**config.mk**
```make
export PLATFORM = sky130hd
export DESIGN_NAME = adc_host_ctrl
export DESIGN_NICKNAME = d
export VERILOG_FILES = /design/src/rtl/adc_host_pkg.sv /design/src/rtl/adc_host_sclk_gen.sv /design/src/rtl/adc_host_tx.sv /design/src/rtl/adc_host_rx.sv /design/src/rtl/adc_host_seq.sv /design/src/rtl/adc_host_ctrl.sv
export SDC_FILE = /design/constraint.sdc
export NUM_CORES = 1
export LEC_CHECK = 0
export BUFFER_PORTS_ARGS = -buffer_cell sky130_fd_sc_hd__clkbuf_2
export CELL_PAD_IN_SITES_DETAIL_PLACEMENT = 1
export CELL_PAD_IN_SITES_GLOBAL_PLACEMENT = 1
export CORE_MARGIN = 2
export CORE_UTILIZATION = 40
export CTS_CLUSTER_DIAMETER = 40
export DETAILED_ROUTE_END_ITERATION = 6
export PLACE_DENSITY = 0.78
export SKIP_LAST_GASP = 1
export SYNTH_ARGS = -nofsm -noshare
export SYNTH_HDL_FRONTEND = slang
export SYNTH_SLANG_ARGS = --single-unit
```
**constraint.sdc**
```tcl
create_clock -name clk -period 1.8 [get_ports clk]
set_clock_uncertainty 0.2 [all_clocks]
set_input_delay 0.18 -clock clk [delete_from_list [all_inputs] [get_ports clk]]
set_output_delay 0.18 -clock clk [all_outputs]
set_load 0.03 [all_outputs]
```
**src/rtl/adc_host_pkg.sv**
```systemverilog
package adc_host_pkg;

    // Sequencer states
    typedef enum logic [1:0] {
        SEQ_IDLE = 2'd0,
        SEQ_MUX  = 2'd1,
        SEQ_GAP  = 2'd2,
        SEQ_ADC  = 2'd3
    } seq_state_e;

    // Registered link pin controls, all active-high inside the block
    typedef struct packed {
        logic mux_sel;
        logic adc_sel;
        logic drive;
        logic run;
    } link_ctl_t;

    // Marker bit that precedes the channel number in an address word
    localparam int unsigned EN_BITS  = 1;
    // Settle period plus null bit ahead of the result bits
    localparam int unsigned PRE_BITS = 2;

    function automatic int unsigned mux_periods(int unsigned chan_w);
        return chan_w + EN_BITS;
    endfunction

    function automatic int unsigned adc_periods(int unsigned res_w);
        return res_w + PRE_BITS;
    endfunction

    // Width of a counter that runs 0 .. n-1
    function automatic int unsigned cnt_width(int unsigned n);
        return (n <= 2) ? 1 : $clog2(n);
    endfunction

    function automatic int unsigned max_u(int unsigned a, int unsigned b);
        return (a > b) ? a : b;
    endfunction

endpackage

```
**src/rtl/adc_host_sclk_gen.sv**
```systemverilog
module adc_host_sclk_gen #(
    parameter int unsigned HALF = 4
) (
    input  logic clk,
    input  logic rst,
    input  logic run,
    output logic sclk,
    output logic rise_tick,
    output logic fall_tick
);
    logic edge_now;

    generate
        if (HALF == 1) begin : g_every_cycle
            assign edge_now = run;
        end else begin : g_divided
            localparam int unsigned CW = $clog2(HALF);
            localparam logic [CW-1:0] LAST = CW'(HALF - 1);
            logic [CW-1:0] cnt;

            always_ff @(posedge clk) begin
                if (rst || !run) begin
                    cnt <= '0;
                end else if (cnt == LAST) begin
                    cnt <= '0;
                end else begin
                    cnt <= cnt + 1'b1;
                end
            end

            assign edge_now = run && (cnt == LAST);
        end
    endgenerate

    always_ff @(posedge clk) begin
        if (rst) begin
            sclk <= 1'b0;
        end else if (edge_now) begin
            sclk <= ~sclk;
        end else if (!run) begin
            sclk <= 1'b0;
        end
    end

    assign rise_tick = edge_now & ~sclk;
    assign fall_tick = edge_now &  sclk;

endmodule

```
**src/rtl/adc_host_tx.sv**
```systemverilog
module adc_host_tx #(
    parameter int unsigned W = 4
) (
    input  logic         clk,
    input  logic         rst,
    input  logic         load,
    input  logic [W-1:0] word,
    input  logic         shift,
    output logic         bit_out
);
    logic [W-1:0] sh;

    always_ff @(posedge clk) begin
        if (rst) begin
            sh <= '0;
        end else if (load) begin
            sh <= word;
        end else if (shift) begin
            sh <= {sh[W-2:0], 1'b0};
        end
    end

    assign bit_out = sh[W-1];

endmodule

```
**src/rtl/adc_host_rx.sv**
```systemverilog
module adc_host_rx #(
    parameter int unsigned W = 12
) (
    input  logic         clk,
    input  logic         rst,
    input  logic         shift,
    input  logic         bit_in,
    output logic [W-1:0] word
);
    always_ff @(posedge clk) begin
        if (rst) begin
            word <= '0;
        end else if (shift) begin
            word <= {word[W-2:0], bit_in};
        end
    end

endmodule

```
**src/rtl/adc_host_seq.sv**
```systemverilog
module adc_host_seq
    import adc_host_pkg::*;
#(
    parameter int unsigned CHAN_W    = 3,
    parameter int unsigned RES_W     = 12,
    parameter int unsigned SCLK_HALF = 4
) (
    input  logic              clk,
    input  logic              rst,
    input  logic              req_valid,
    input  logic [CHAN_W-1:0] req_chan,
    input  logic              rise_tick,
    input  logic              fall_tick,
    input  logic [RES_W-1:0]  rx_word,
    output logic              busy,
    output link_ctl_t         ctl,
    output logic              tx_load,
    output logic [CHAN_W:0]   tx_word,
    output logic              tx_shift,
    output logic              rx_shift,
    output logic              res_valid,
    output logic [RES_W-1:0]  res_data
);
    localparam int unsigned MUX_N = mux_periods(CHAN_W);
    localparam int unsigned ADC_N = adc_periods(RES_W);
    localparam int unsigned FC_W  = cnt_width(max_u(MUX_N, ADC_N));
    localparam int unsigned GAP_N = 2 * SCLK_HALF;
    localparam int unsigned GAP_W = cnt_width(GAP_N);

    localparam logic [FC_W-1:0]  MUX_LAST = FC_W'(MUX_N - 1);
    localparam logic [FC_W-1:0]  ADC_LAST = FC_W'(ADC_N - 1);
    localparam logic [GAP_W-1:0] GAP_LAST = GAP_W'(GAP_N - 1);

    localparam link_ctl_t CTL_REST = '{mux_sel: 1'b0, adc_sel: 1'b0, drive: 1'b1, run: 1'b0};

    seq_state_e        state;
    logic [FC_W-1:0]   fcnt;
    logic [GAP_W-1:0]  gcnt;
    logic              have_chan;
    logic [CHAN_W-1:0] cur_chan;
    logic              adc_next;
    logic              need_addr;

    assign need_addr = !have_chan || (req_chan != cur_chan);

    always_ff @(posedge clk) begin
        if (rst) begin
            state     <= SEQ_IDLE;
            ctl       <= CTL_REST;
            fcnt      <= '0;
            gcnt      <= '0;
            have_chan <= 1'b0;
            cur_chan  <= '0;
            adc_next  <= 1'b0;
            res_valid <= 1'b0;
            res_data  <= '0;
        end else begin
            res_valid <= 1'b0;
            unique case (state)
                SEQ_IDLE: begin
                    if (req_valid) begin
                        fcnt <= '0;
                        if (need_addr) begin
                            state       <= SEQ_MUX;
                            ctl.mux_sel <= 1'b1;
                            ctl.run     <= 1'b1;
                            cur_chan    <= req_chan;
                            have_chan   <= 1'b1;
                        end else begin
                            state       <= SEQ_ADC;
                            ctl.adc_sel <= 1'b1;
                            ctl.drive   <= 1'b0;
                            ctl.run     <= 1'b1;
                        end
                    end
                end
                SEQ_MUX: begin
                    if (fall_tick) begin
                        if (fcnt == MUX_LAST) begin
                            fcnt        <= '0;
                            ctl.mux_sel <= 1'b0;
                            ctl.run     <= 1'b0;
                            adc_next    <= 1'b1;
                            state       <= SEQ_GAP;
                        end else begin
                            fcnt <= fcnt + 1'b1;
                        end
                    end
                end
                SEQ_GAP: begin
                    if (gcnt == GAP_LAST) begin
                        gcnt <= '0;
                        if (adc_next) begin
                            state       <= SEQ_ADC;
                            ctl.adc_sel <= 1'b1;
                            ctl.drive   <= 1'b0;
                            ctl.run     <= 1'b1;
                        end else begin
                            state <= SEQ_IDLE;
                        end
                    end else begin
                        gcnt <= gcnt + 1'b1;
                    end
                end
                SEQ_ADC: begin
                    if (fall_tick) begin
                        if (fcnt == ADC_LAST) begin
                            fcnt        <= '0;
                            ctl.adc_sel <= 1'b0;
                            ctl.drive   <= 1'b1;
                            ctl.run     <= 1'b0;
                            adc_next    <= 1'b0;
                            res_valid   <= 1'b1;
                            res_data    <= rx_word;
                            state       <= SEQ_GAP;
                        end else begin
                            fcnt <= fcnt + 1'b1;
                        end
                    end
                end
                default: state <= SEQ_IDLE;
            endcase
        end
    end

    assign busy     = (state != SEQ_IDLE);
    assign tx_load  = (state == SEQ_IDLE) && req_valid && need_addr;
    assign tx_word  = {1'b1, req_chan};
    assign tx_shift = (state == SEQ_MUX) && fall_tick;
    assign rx_shift = (state == SEQ_ADC) && rise_tick;

endmodule

```
**src/rtl/adc_host_ctrl.sv**
```systemverilog
module adc_host_ctrl
    import adc_host_pkg::*;
#(
    parameter int unsigned CHAN_W    = 3,
    parameter int unsigned RES_W     = 12,
    parameter int unsigned SCLK_HALF = 4
) (
    input  logic              clk,
    input  logic              rst,
    input  logic              req_valid,
    input  logic [CHAN_W-1:0] req_chan,
    output logic              busy,
    output logic              res_valid,
    output logic [RES_W-1:0]  res_data,
    output logic              sclk,
    output logic              mux_cs_n,
    output logic              adc_cs_n,
    output logic              dline_o,
    output logic              dline_oe,
    input  logic              dline_i
);
    localparam int unsigned ADDR_W = CHAN_W + EN_BITS;

    link_ctl_t         ctl;
    logic              rise_tick;
    logic              fall_tick;
    logic              tx_load;
    logic [ADDR_W-1:0] tx_word;
    logic              tx_shift;
    logic              rx_shift;
    logic [RES_W-1:0]  rx_word;

    adc_host_sclk_gen #(.HALF(SCLK_HALF)) u_sclk (
        .clk       (clk),
        .rst       (rst),
        .run       (ctl.run),
        .sclk      (sclk),
        .rise_tick (rise_tick),
        .fall_tick (fall_tick)
    );

    adc_host_seq #(
        .CHAN_W    (CHAN_W),
        .RES_W     (RES_W),
        .SCLK_HALF (SCLK_HALF)
    ) u_seq (
        .clk       (clk),
        .rst       (rst),
        .req_valid (req_valid),
        .req_chan  (req_chan),
        .rise_tick (rise_tick),
        .fall_tick (fall_tick),
        .rx_word   (rx_word),
        .busy      (busy),
        .ctl       (ctl),
        .tx_load   (tx_load),
        .tx_word   (tx_word),
        .tx_shift  (tx_shift),
        .rx_shift  (rx_shift),
        .res_valid (res_valid),
        .res_data  (res_data)
    );

    adc_host_tx #(.W(ADDR_W)) u_tx (
        .clk     (clk),
        .rst     (rst),
        .load    (tx_load),
        .word    (tx_word),
        .shift   (tx_shift),
        .bit_out (dline_o)
    );

    adc_host_rx #(.W(RES_W)) u_rx (
        .clk    (clk),
        .rst    (rst),
        .shift  (rx_shift),
        .bit_in (dline_i),
        .word   (rx_word)
    );

    assign mux_cs_n = ~ctl.mux_sel;
    assign adc_cs_n = ~ctl.adc_sel;
    assign dline_oe = ctl.drive;

endmodule

```
==> reports/metrics.csv, run 1 <==
stage,metric,value,unit
logic_synthesis,top-area cell type share of the netlist area,46.9,%
sta,Max Slew Vio Count,0,
logic_synthesis,Synth warnings,0,
drt,Via-to-Cell Ratio,5.13,
cts,clk root buf,clkbuf_8,
floorplan,die area,5930,µm²
global_route,GR Overflow Total,0,
sta,Final Setup Violations,0,
critical_path,Startpoint Class,flip-flop,
logic_synthesis,"Primary FF master, synth",dfxtp_1,
drt,met2 wire len,2510,µm
critical_path,Top Family by Delay on Critical Path,simple AND/OR/NAND/NOR gates,
drt,Initial DRT Pass Iterations,4,
place,PortBufs,25,
floorplan,Starting Density,41.5,%
floorplan,Core Region,5140,µm²
drt,Starting DRT DRC Count,40,
place,final RePlAce weighted congestion,0.726,
drt,routed wire length,4810,µm
floorplan,width of the chip,77.0,µm
logic_synthesis,synthesized cell area,2130,µm²
critical_path,sum of buffers and inverters on the critical path,0,
critical_path,worst endpoint required time,1.80,ns
logic_synthesis,Commonest cells post-synth,"50 x dfxtp_1, 36 x nor2_1, 30 x mux2i_1, 9 x a21oi_1",
logic_synthesis,synth unique cells,48,
floorplan,I/O pin count,26,
critical_path,CP max stage cell,or4b_4,
drt,# DRC,0,
logic_synthesis,cells after synthesis,203,
pwr,Lkg Pwr,1.06,nW
cts,Clock transition at path regs,0.09,ns
logic_synthesis,asr flop ratio synth,0,%
logic_synthesis,main area contributors after synthesis,"dfxtp_1 47%, mux2i_1 14%, nor2_1 6.3%",
critical_path,kind of critical path,reg2reg,
cts,CTS sink cnt,50,
layout,fin nets,260,
drt,wl on met1,2110,µm
place,Setup Slack @ Placement,-0.0858,ns
global_route,vias in the first global route,1654,
critical_path,CP max FO,6,
pwr,total power,2.63,mW
critical_path,CP cell instances,ha_1 > or4b_4 > nand3_4 > a211oi_1 > a41o_1,
layout,Final Util,53.1,%
logic_synthesis,post-synth top area cell,dfxtp_1,
cts,"Clk Latency, worst-skew pair",0.30,ns
drt,vias,1637,
global_route,antenna violations before repair,0,
hold_path,min-delay worst type,in2reg,
drt,Detail Route met3 WL,127,µm
layout,share of layout cells above drive strength 1,33.3,%
drt,Wirelength per Cell,15.1,µm
logic_synthesis,post-synthesis sequential area ratio,46.9,%
layout,area delta synth->final,27.9,%
pwr,worst vdd ir,454,µV
critical_path,crit path capture type,flip-flop,
logic_synthesis,Post-Syn Nets,215,
sta,period utilisation layout,97.0,%
cts,maximum clock path buffer count,2,
critical_path,max incr delay on CP,0.48,ns
sta,RSZ-0062 raised after global routing,true,
sta,Final Worst Setup Slack,0.0532,ns
drt,Detail Route Antenna Nets,0,
logic_synthesis,post-synthesis register bit count,50,
critical_path,crit path DAT,1.75,ns
logic_synthesis,number of synthesized flops with an enable pin,0,
job,Max Cap Viol,0,
global_route,first-pass GRT wire length,7820,µm
global_route,largest net degree at the start of global routing,20,
sta,measured slew at the worst slew-check pin,0.425,ns
sta,Fin. Hold Viols,0,
place,Final HPWL DP,3230,µm
cts,number of CTS-inserted buffers,5,
drt,top routing layer used,met4,
sta,maximum clock rate,0.572,GHz
layout,antenna cells,0,
cts,H-tree levels,2,
floorplan,Die Y-Extent,77.0,µm
outcome,status,"complete, no violations",
floorplan,row count,26,
sta,Slew headroom,71.7,%
pwr,pwr/cell area,964,nW/µm²
layout,fillers,584,
cts,TritonCTS clock tree,done,
logic_synthesis,top-count cell post-synth,dfxtp_1,
logic_synthesis,syn_area_per_cell,10.5,µm²
global_route,Global Route Usage Sum,16.5,%
sta,fin crit period,1.75,ns
-- cell families after synthesis --
logic type,synth area share [%]
AO/OA/AOI/OAI,12.3
multiplexers,14.1
AND/OR/NAND/NOR,16.8
XOR/XNOR,2.87
adder cells (fa/ha/maj),2.93
buffers and inverters,4.05
flip-flops,46.9
-- worst min-delay path: cells and delay by family --
kind,cells,cell delay [ns]
buffers and inverters,1,0.12
AO/OA/AOI/OAI,2,0.19
-- final cells by class --
type,count,area [µm²],share of cell area [%]
clock buffer,6,82.6,3.03
clock inverter,2,60.1,2.20
inverter,6,22.5,0.825
multi-input combinational,137,1130,41.5
sequential,50,1010,37.0
tap,70,87.6,3.21
timing repair buffer,48,333,12.2
-- sequential cells by signal, indices dropped and copies added (netlist names) --
| register | flops |
|---|---|
| u_seq.gcnt | 3 |
| u_tx.sh | 4 |
| u_seq.cur_chan | 3 |
| u_seq.res_valid | 1 |
| u_sclk.sclk | 1 |
| u_seq.adc_next | 1 |
| u_seq.res_data | 12 |
| u_sclk.g_divided.cnt | 2 |
| u_seq.fcnt | 4 |
| u_rx.word | 12 |
| u_seq.have_chan | 1 |
| u_seq.ctl | 4 |
| u_seq.state | 2 |
-- timing repair --
| action | 4_1_cts | 5_1_grt |
|---|---|---|
| resized for setup | 7 | 15 |
| endpoints found under the setup margin | 6 | 35 |
| hold endpoints to repair | 5 | 0 |
| setup buffers | 0 | 1 |
| hold buffers | 4 | 0 |
| pin swaps | 0 | 4 |
-- path summary, 6_finish.rpt --
check,cells after the start,slack [ns],start,to
worst min-delay path,3,0.02,req_chan[2],u_tx.sh[2]
worst max register to register,5,0.05,u_seq.fcnt[0],u_seq.state[0]
worst min register to register,1,0.24,u_sclk.g_divided.cnt[0],u_sclk.g_divided.cnt[0]
worst max-delay path,5,0.05,u_seq.fcnt[0],u_seq.state[0]
-- power by group --
group / switching, mW / leakage [nW] / internal (mW) / total (mW)
Clock: 0.367 / 0.0714 / 0.592 / 0.960
Sequential: 0.0639 / 0.409 / 1.17 / 1.23
Combinational: 0.244 / 0.583 / 0.198 / 0.442
Total: 0.676 / 1.06 / 1.96 / 2.63
-- per-layer routing --
metal | up-vias | GRT usage (%)
met1 | 801 | 19.8
met3 | 6 | 3.18
li1 | 808 | -
met4 | 0 | 5.36
met2 | 22 | 29.6
met5 | - | 0
-- placed cells by master (no fill, tap or decap), types with 4 or more instances in the layout --
master,synthesis,routed
a21oi_1,9,9
buf_4,1,17
clkbuf_2,0,25
clkbuf_8,0,6
dfxtp_1,50,42
dfxtp_2,0,8
dlygate4sd3_1,0,4
inv_1,6,6
mux2i_1,30,29
nor2_1,36,36
-- per-stage QoR --
stage               hold WS (ns)  cells  instance area, µm²  TNS, ns
global placement           0.214    306                2440  -0.0439
floorplan                  0.116    203                2130        0
finish                    0.0239    319                2730        0
global route              0.0339    319                2730  -0.0886
CTS                      0.00824    318                2640  -0.0729
detailed placement         0.227    306                2440   -0.151
Power figures use the tool's default switching activity.
==> run 2: changes to the inputs <==
--- a/config.mk
+++ b/config.mk
@@ -5,13 +5,13 @@
 export SDC_FILE = /design/constraint.sdc
 export NUM_CORES = 1
 export LEC_CHECK = 0
-export BUFFER_PORTS_ARGS = -buffer_cell sky130_fd_sc_hd__clkbuf_2
 export CELL_PAD_IN_SITES_DETAIL_PLACEMENT = 1
 export CELL_PAD_IN_SITES_GLOBAL_PLACEMENT = 1
-export CORE_MARGIN = 2
-export CORE_UTILIZATION = 40
+export CORE_MARGIN = 3
+export CORE_UTILIZATION = 44
 export CTS_CLUSTER_DIAMETER = 40
 export DETAILED_ROUTE_END_ITERATION = 6
+export DONT_BUFFER_PORTS = 1
 export PLACE_DENSITY = 0.78
 export SKIP_LAST_GASP = 1
 export SYNTH_ARGS = -nofsm -noshare
==> reports/metrics.csv, run 2 (synthesized netlist as in run 1, its figures left out) <==
stage,metric,value,unit,change
critical_path,worst endpoint required time,1.80,ns,about the same
drt,Initial DRT Pass Iterations,4,,unchanged
place,final RePlAce weighted congestion,0.844,,+16%
cts,"Clk Latency, worst-skew pair",0.30,ns,about the same
layout,"most common cell after layout, fill and taps aside",dfxtp_1,,
critical_path,crit path DAT,1.80,ns,+0.05 ns
drt,Via-to-Cell Ratio,5.67,,+10%
sta,fin crit period,1.79,ns,+0.0477 ns
critical_path,CP max FO,6,,unchanged
global_route,GR Overflow Total,0,,unchanged
global_route,largest net degree at the start of global routing,47,,+140%
pwr,worst vdd ir,555,µV,+22%
cts,TritonCTS clock tree,done,,
sta,period utilisation layout,99.7,%,+2.7 points
cts,CTS sink cnt,50,,unchanged
layout,biggest regs,"u_rx.word x12, u_seq.res_data x12",,
sta,maximum clock rate,0.557,GHz,-2.7%
drt,Starting DRT DRC Count,87,,+120%
layout,most frequent cells in the layout,"40 x dfxtp_1, 35 x nor2_1, 30 x mux2i_1",,
floorplan,die area,5720,µm²,-3.6%
layout,antenna cells,0,,unchanged
floorplan,Die Y-Extent,75.6,µm,-1.8%
critical_path,R2R depth,5,,unchanged
floorplan,I/O pin count,26,,unchanged
sta,worst hold slack,0.130,ns,+0.106 ns
layout,post-route standard cell area excluding fillers,2590,µm²,-5.0%
drt,routed wire length,5310,µm,+10%
layout,multi-input logic area,1130,µm²,+0.22%
cts,number of CTS-inserted buffers,5,,unchanged
cts,clk root buf,clkbuf_8,,
floorplan,row count,24,,-7.7%
layout,fillers,492,,-16%
layout,share of layout cells above drive strength 1,26.5,%,-6.8 points
layout,area delta synth->final,21.5,%,
sta,Slew headroom,70.9,%,-0.76 points
global_route,Global Route Usage Sum,18.3,%,+1.8 points
sta,Fin. Hold Viols,0,,unchanged
place,post-placement cell area,2270,µm²,-7.3%
floorplan,Core Region,4500,µm²,-12%
critical_path,crit path capture type,flip-flop,,
floorplan,width of the chip,75.6,µm,-1.8%
place,PortBufs,0,,-100%
sta,total negative slack,0,ns,unchanged
sta,Final Setup Violations,0,,unchanged
pwr,pwr/cell area,890,nW/µm²,-7.6%
drt,vias,1575,,-3.8%
global_route,first-pass GRT wire length,7900,µm,+0.97%
outcome,status,"complete, no violations",,
hold_path,hold path depth,3,,unchanged
global_route,antenna violations before repair,0,,unchanged
pwr,Lkg Pwr,0.951,nW,-11%
cts,Clock transition at path regs,0.09,ns,about the same
floorplan,Starting Density,47.4,%,+5.9 points
layout,Final Util,57.5,%,+4.4 points
drt,Wirelength per Cell,19.1,µm,+27%
cts,H-tree levels,2,,unchanged
critical_path,kind of critical path,reg2reg,,
global_route,vias in the first global route,1668,,+0.85%
drt,Detail Route Antenna Nets,0,,unchanged
cts,maximum clock path buffer count,2,,unchanged
pwr,total power,2.31,mW,-12%
drt,# DRC,0,,unchanged
layout,fin nets,238,,-8.5%
job,Max Cap Viol,0,,unchanged
sta,Max Slew Vio Count,0,,unchanged
critical_path,Startpoint Class,flip-flop,,
sta,RSZ-0062 raised after global routing,true,,
place,Final HPWL DP,3400,µm,+5.1%
sta,measured slew at the worst slew-check pin,0.435,ns,+0.00992 ns
layout,Reg area,1020,µm²,+0.49%
hold_path,min-delay worst type,in2reg,,
==> run 2: cell types whose count changed in the layout (fill, tap and decap cells not counted), sizes merged <==
cell         before  now
bufinv            2    0
dlygate4sd3       4    6
clkbuf           31    6
clkinvlp          0    2
==> run 2: what timing repair did <==
item | in CTS | in global routing
resized for setup | 10 | 17
buffers inserted | 0 | 4
endpoints found under the hold margin | 50 | 0
hold buffers | 7 | 0
setup endpoints to repair | 27 | 37
pin swaps | 3 | 9
cloned | 0 | 1
==> run 2: metal layers <==
metal | track usage [%] | up-vias | share of wire (%) | wire length [µm]
li1 | - | 763 | - | -
met1 | 20.2 | 768 | 39 | 2060
met2 | 33.9 | 31 | 55 | 2900
met3 | 4.62 | 13 | 3.7 | 198
met4 | 6.41 | 0 | 2.9 | 155
met5 | 0 | - | 0 | 0
==> run 2: where the power goes <==
| group | internal, mW | switching [mW] | leakage [nW] |
|---|---|---|---|
| Clock | 0.266 | 0.367 | 0.0362 |
| Combinational | 0.189 | 0.236 | 0.505 |
| Sequential | 1.17 | 0.0805 | 0.410 |
| Total | 1.62 | 0.684 | 0.951 |
==> run 2: metrics by stage <==
step / std cells / worst slack [ns]
2_1_floorplan: 203 / 0.0211
3_3_place_gp: 259 / -0.0244
3_5_place_dp: 259 / -0.111
4_1_cts: 273 / -0.00474
5_1_grt: 278 / -0.0863
6_report: 278 / 0.00550
==> run 2: path summary, 6_finish.rpt <==
| kind | startpoint | to | slack (ns) |
|---|---|---|---|
| max | u_seq.fcnt[1] | u_seq.ctl[0] | 0.005 |
| min reg2reg | u_tx.sh[2] | u_tx.sh[2] | 0.30 |
| min | req_valid | u_seq.state[0] | 0.13 |
| max reg2reg | u_seq.fcnt[1] | u_seq.ctl[0] | 0.005 |
==> run 2: area by class of cell <==
class | count | share of cell area (%)
inverter | 6 | 0.869
clock buffer | 5 | 2.66
tap | 52 | 2.51
timing repair buffer | 26 | 10.4
sequential | 50 | 39.2
multi-input combinational | 137 | 43.8
clock inverter | 2 | 0.579
==> run 2: critical path, stage by stage (launching register included) <==
cell      delay (ns)
dfxtp_2         0.36
ha_1            0.17
or4b_4          0.48
nand3_4         0.12
a31oi_1         0.10
a211oi_1        0.26
==> run 3: changes to the inputs <==
--- a/config.mk
+++ b/config.mk
@@ -13,6 +13,7 @@
 export DETAILED_ROUTE_END_ITERATION = 6
 export DONT_BUFFER_PORTS = 1
 export PLACE_DENSITY = 0.78
+export SETUP_SLACK_MARGIN = 0.4
 export SKIP_LAST_GASP = 1
 export SYNTH_ARGS = -nofsm -noshare
 export SYNTH_HDL_FRONTEND = slang
==> reports/metrics.csv, run 3 (synthesized netlist as in run 1, its figures left out) <==
stage,metric,value,unit,change
pwr,worst vdd ir,731,µV,+32%
critical_path,max incr delay on CP,0.38,ns,-0.10 ns
layout,area delta synth->final,37.0,%,
cts,CTS sink cnt,50,,unchanged
sta,Final Worst Setup Slack,-0.0430,ns,-0.0485 ns
layout,share of layout cells above drive strength 1,43.5,%,+17 points
outcome,failing checks,"hold timing, setup timing",,
sta,worst hold slack,-0.281,ns,-0.411 ns
sta,fin crit period,1.84,ns,+0.0485 ns
pwr,Lkg Pwr,1.07,nW,+12%
cts,clk root buf,clkbuf_8,,
sta,period utilisation layout,102,%,+2.7 points
global_route,antenna violations before repair,0,,unchanged
sta,measured slew at the worst slew-check pin,0.530,ns,+0.0949 ns
floorplan,I/O pin count,26,,unchanged
cts,"Hold-fix buffers, CTS",1,,-6
place,final RePlAce weighted congestion,0.942,,+12%
hold_path,min-delay worst type,in2reg,,
sta,Final Setup Violations,3,,+3
sta,maximum clock rate,0.543,GHz,-2.6%
cts,maximum clock path buffer count,2,,unchanged
cts,TritonCTS clock tree,done,,
job,Max Cap Viol,0,,unchanged
floorplan,die area,5720,µm²,unchanged
floorplan,Die Y-Extent,75.6,µm,unchanged
critical_path,worst endpoint required time,1.81,ns,about the same
layout,Final Util,64.9,%,+7.4 points
global_route,Global Route Usage Sum,21.9,%,+3.5 points
drt,Via-to-Cell Ratio,5.89,,+4.0%
global_route,vias in the first global route,1837,,+10%
drt,routed wire length,6490,µm,+22%
layout,fin nets,250,,+5.0%
sta,Fin. Hold Viols,48,,+48
drt,Starting DRT DRC Count,92,,+5.7%
critical_path,crit path capture type,flip-flop,,
critical_path,CP max FO,3,,-3
critical_path,Startpoint Class,flip-flop,,
global_route,first-pass GRT wire length,9280,µm,+17%
layout,"most common cell after layout, fill and taps aside",dfxtp_1,,
global_route,largest net degree at the start of global routing,47,,unchanged
place,Final HPWL DP,3320,µm,-2.3%
drt,# DRC,0,,unchanged
pwr,pwr/cell area,899,nW/µm²,+0.92%
layout,antenna cells,0,,unchanged
sta,RSZ-0062 raised after global routing,true,,
floorplan,Starting Density,47.4,%,unchanged
layout,most frequent cells in the layout,"38 x dfxtp_1, 34 x nor2_1, 29 x mux2i_1",,
layout,fillers,467,,-5.1%
critical_path,CP cell instances,inv_2 > ha_4 > nand3_1 > a221oi_4 > a21oi_2 > a211o_1,,
drt,Wirelength per Cell,22.3,µm,+17%
critical_path,CP max stage cell,dfxtp_4,,
outcome,status,"finished, violations left",,
critical_path,kind of critical path,reg2reg,,
place,Setup Slack @ Placement,-0.0313,ns,+0.0795 ns
cts,"Clk Latency, worst-skew pair",0.33,ns,+0.03 ns
drt,Initial DRT Pass Iterations,4,,unchanged
floorplan,row count,24,,unchanged
cts,number of CTS-inserted buffers,5,,unchanged
critical_path,crit path DAT,1.86,ns,+0.06 ns
floorplan,width of the chip,75.6,µm,unchanged
sta,Max Slew Vio Count,0,,unchanged
layout,biggest regs,"u_rx.word x12, u_seq.res_data x12",,
place,post-placement cell area,2270,µm²,+0.33%
cts,Clock transition at path regs,0.11,ns,+0.02 ns
cts,H-tree levels,2,,unchanged
floorplan,Core Region,4500,µm²,unchanged
sta,total negative slack,-0.0722,ns,-0.0722 ns
layout,post-route standard cell area excluding fillers,2920,µm²,+13%
drt,Detail Route Antenna Nets,0,,unchanged
sta,Slew headroom,64.3,%,-6.6 points
place,PortBufs,0,,unchanged
drt,vias,1714,,+8.8%
global_route,GR Overflow Total,0,,unchanged
-- run 3: repair_timing --
item / 4_1_cts / 5_1_grt
gates resized for setup: 38 / 32
setup buffers: 13 / 13
endpoints found under the setup margin: 48 / 47
endpoints found under the hold margin: 50 / 48
pin swaps: 10 / 11
cloned: 1 / 0
-- run 3: worst max-delay path, delay by kind of cell, from the launching register on --
| kind | cells | cell delay (ns) |
|---|---|---|
| fa+ha+maj | 1 | 0.15 |
| compound gates | 3 | 0.75 |
| simple gates | 1 | 0.17 |
| buf+inv | 1 | 0.07 |
| flops | 1 | 0.38 |
-- run 3: cell type report --
| class | instances | area [µm²] | share of cell area, % |
|---|---|---|---|
| Clock inverter | 2 | 36.3 | 1.24 |
| Multi-Input combinational cell | 137 | 1330 | 45.5 |
| Tap cell | 52 | 65.1 | 2.23 |
| Timing Repair Buffer | 38 | 363 | 12.4 |
| Clock buffer | 6 | 72.6 | 2.48 |
| Inverter | 6 | 22.5 | 0.771 |
| Sequential cell | 50 | 1030 | 35.4 |
-- run 3: power by group --
group	leakage (nW)	internal, mW	switching (mW)	total, mW
registers	0.413	1.17	0.0910	1.26
logic	0.600	0.257	0.288	0.545
clock network	0.0557	0.416	0.407	0.823
total	1.07	1.84	0.786	2.63
-- run 3: worst paths after layout --
path,to,slack [ns],cells past startpoint,startpoint
worst max-delay path,u_seq.ctl[1],-0.04,6,u_seq.fcnt[1]
worst min-delay path,u_seq.gcnt[0],-0.28,1,rst
worst max register to register,u_seq.ctl[1],-0.04,6,u_seq.fcnt[1]
worst min register to register,u_sclk.g_divided.cnt[0],0.26,1,u_sclk.g_divided.cnt[0]
-- run 3: stage by stage --
stage	std cells	power, mW
after floorplan	203	1.52
after global placement	255	1.55
after detailed placement	255	1.58
after CTS	278	2.48
after global routing	291	2.72
final	291	2.63
-- run 3: per-layer routing --
layer | part of all wire, % | GRT usage [%]
met5 | 0 | 0
met4 | 2.0 | 13.2
met3 | 5.7 | 5.54
met2 | 53 | 37.8
met1 | 40 | 24.0
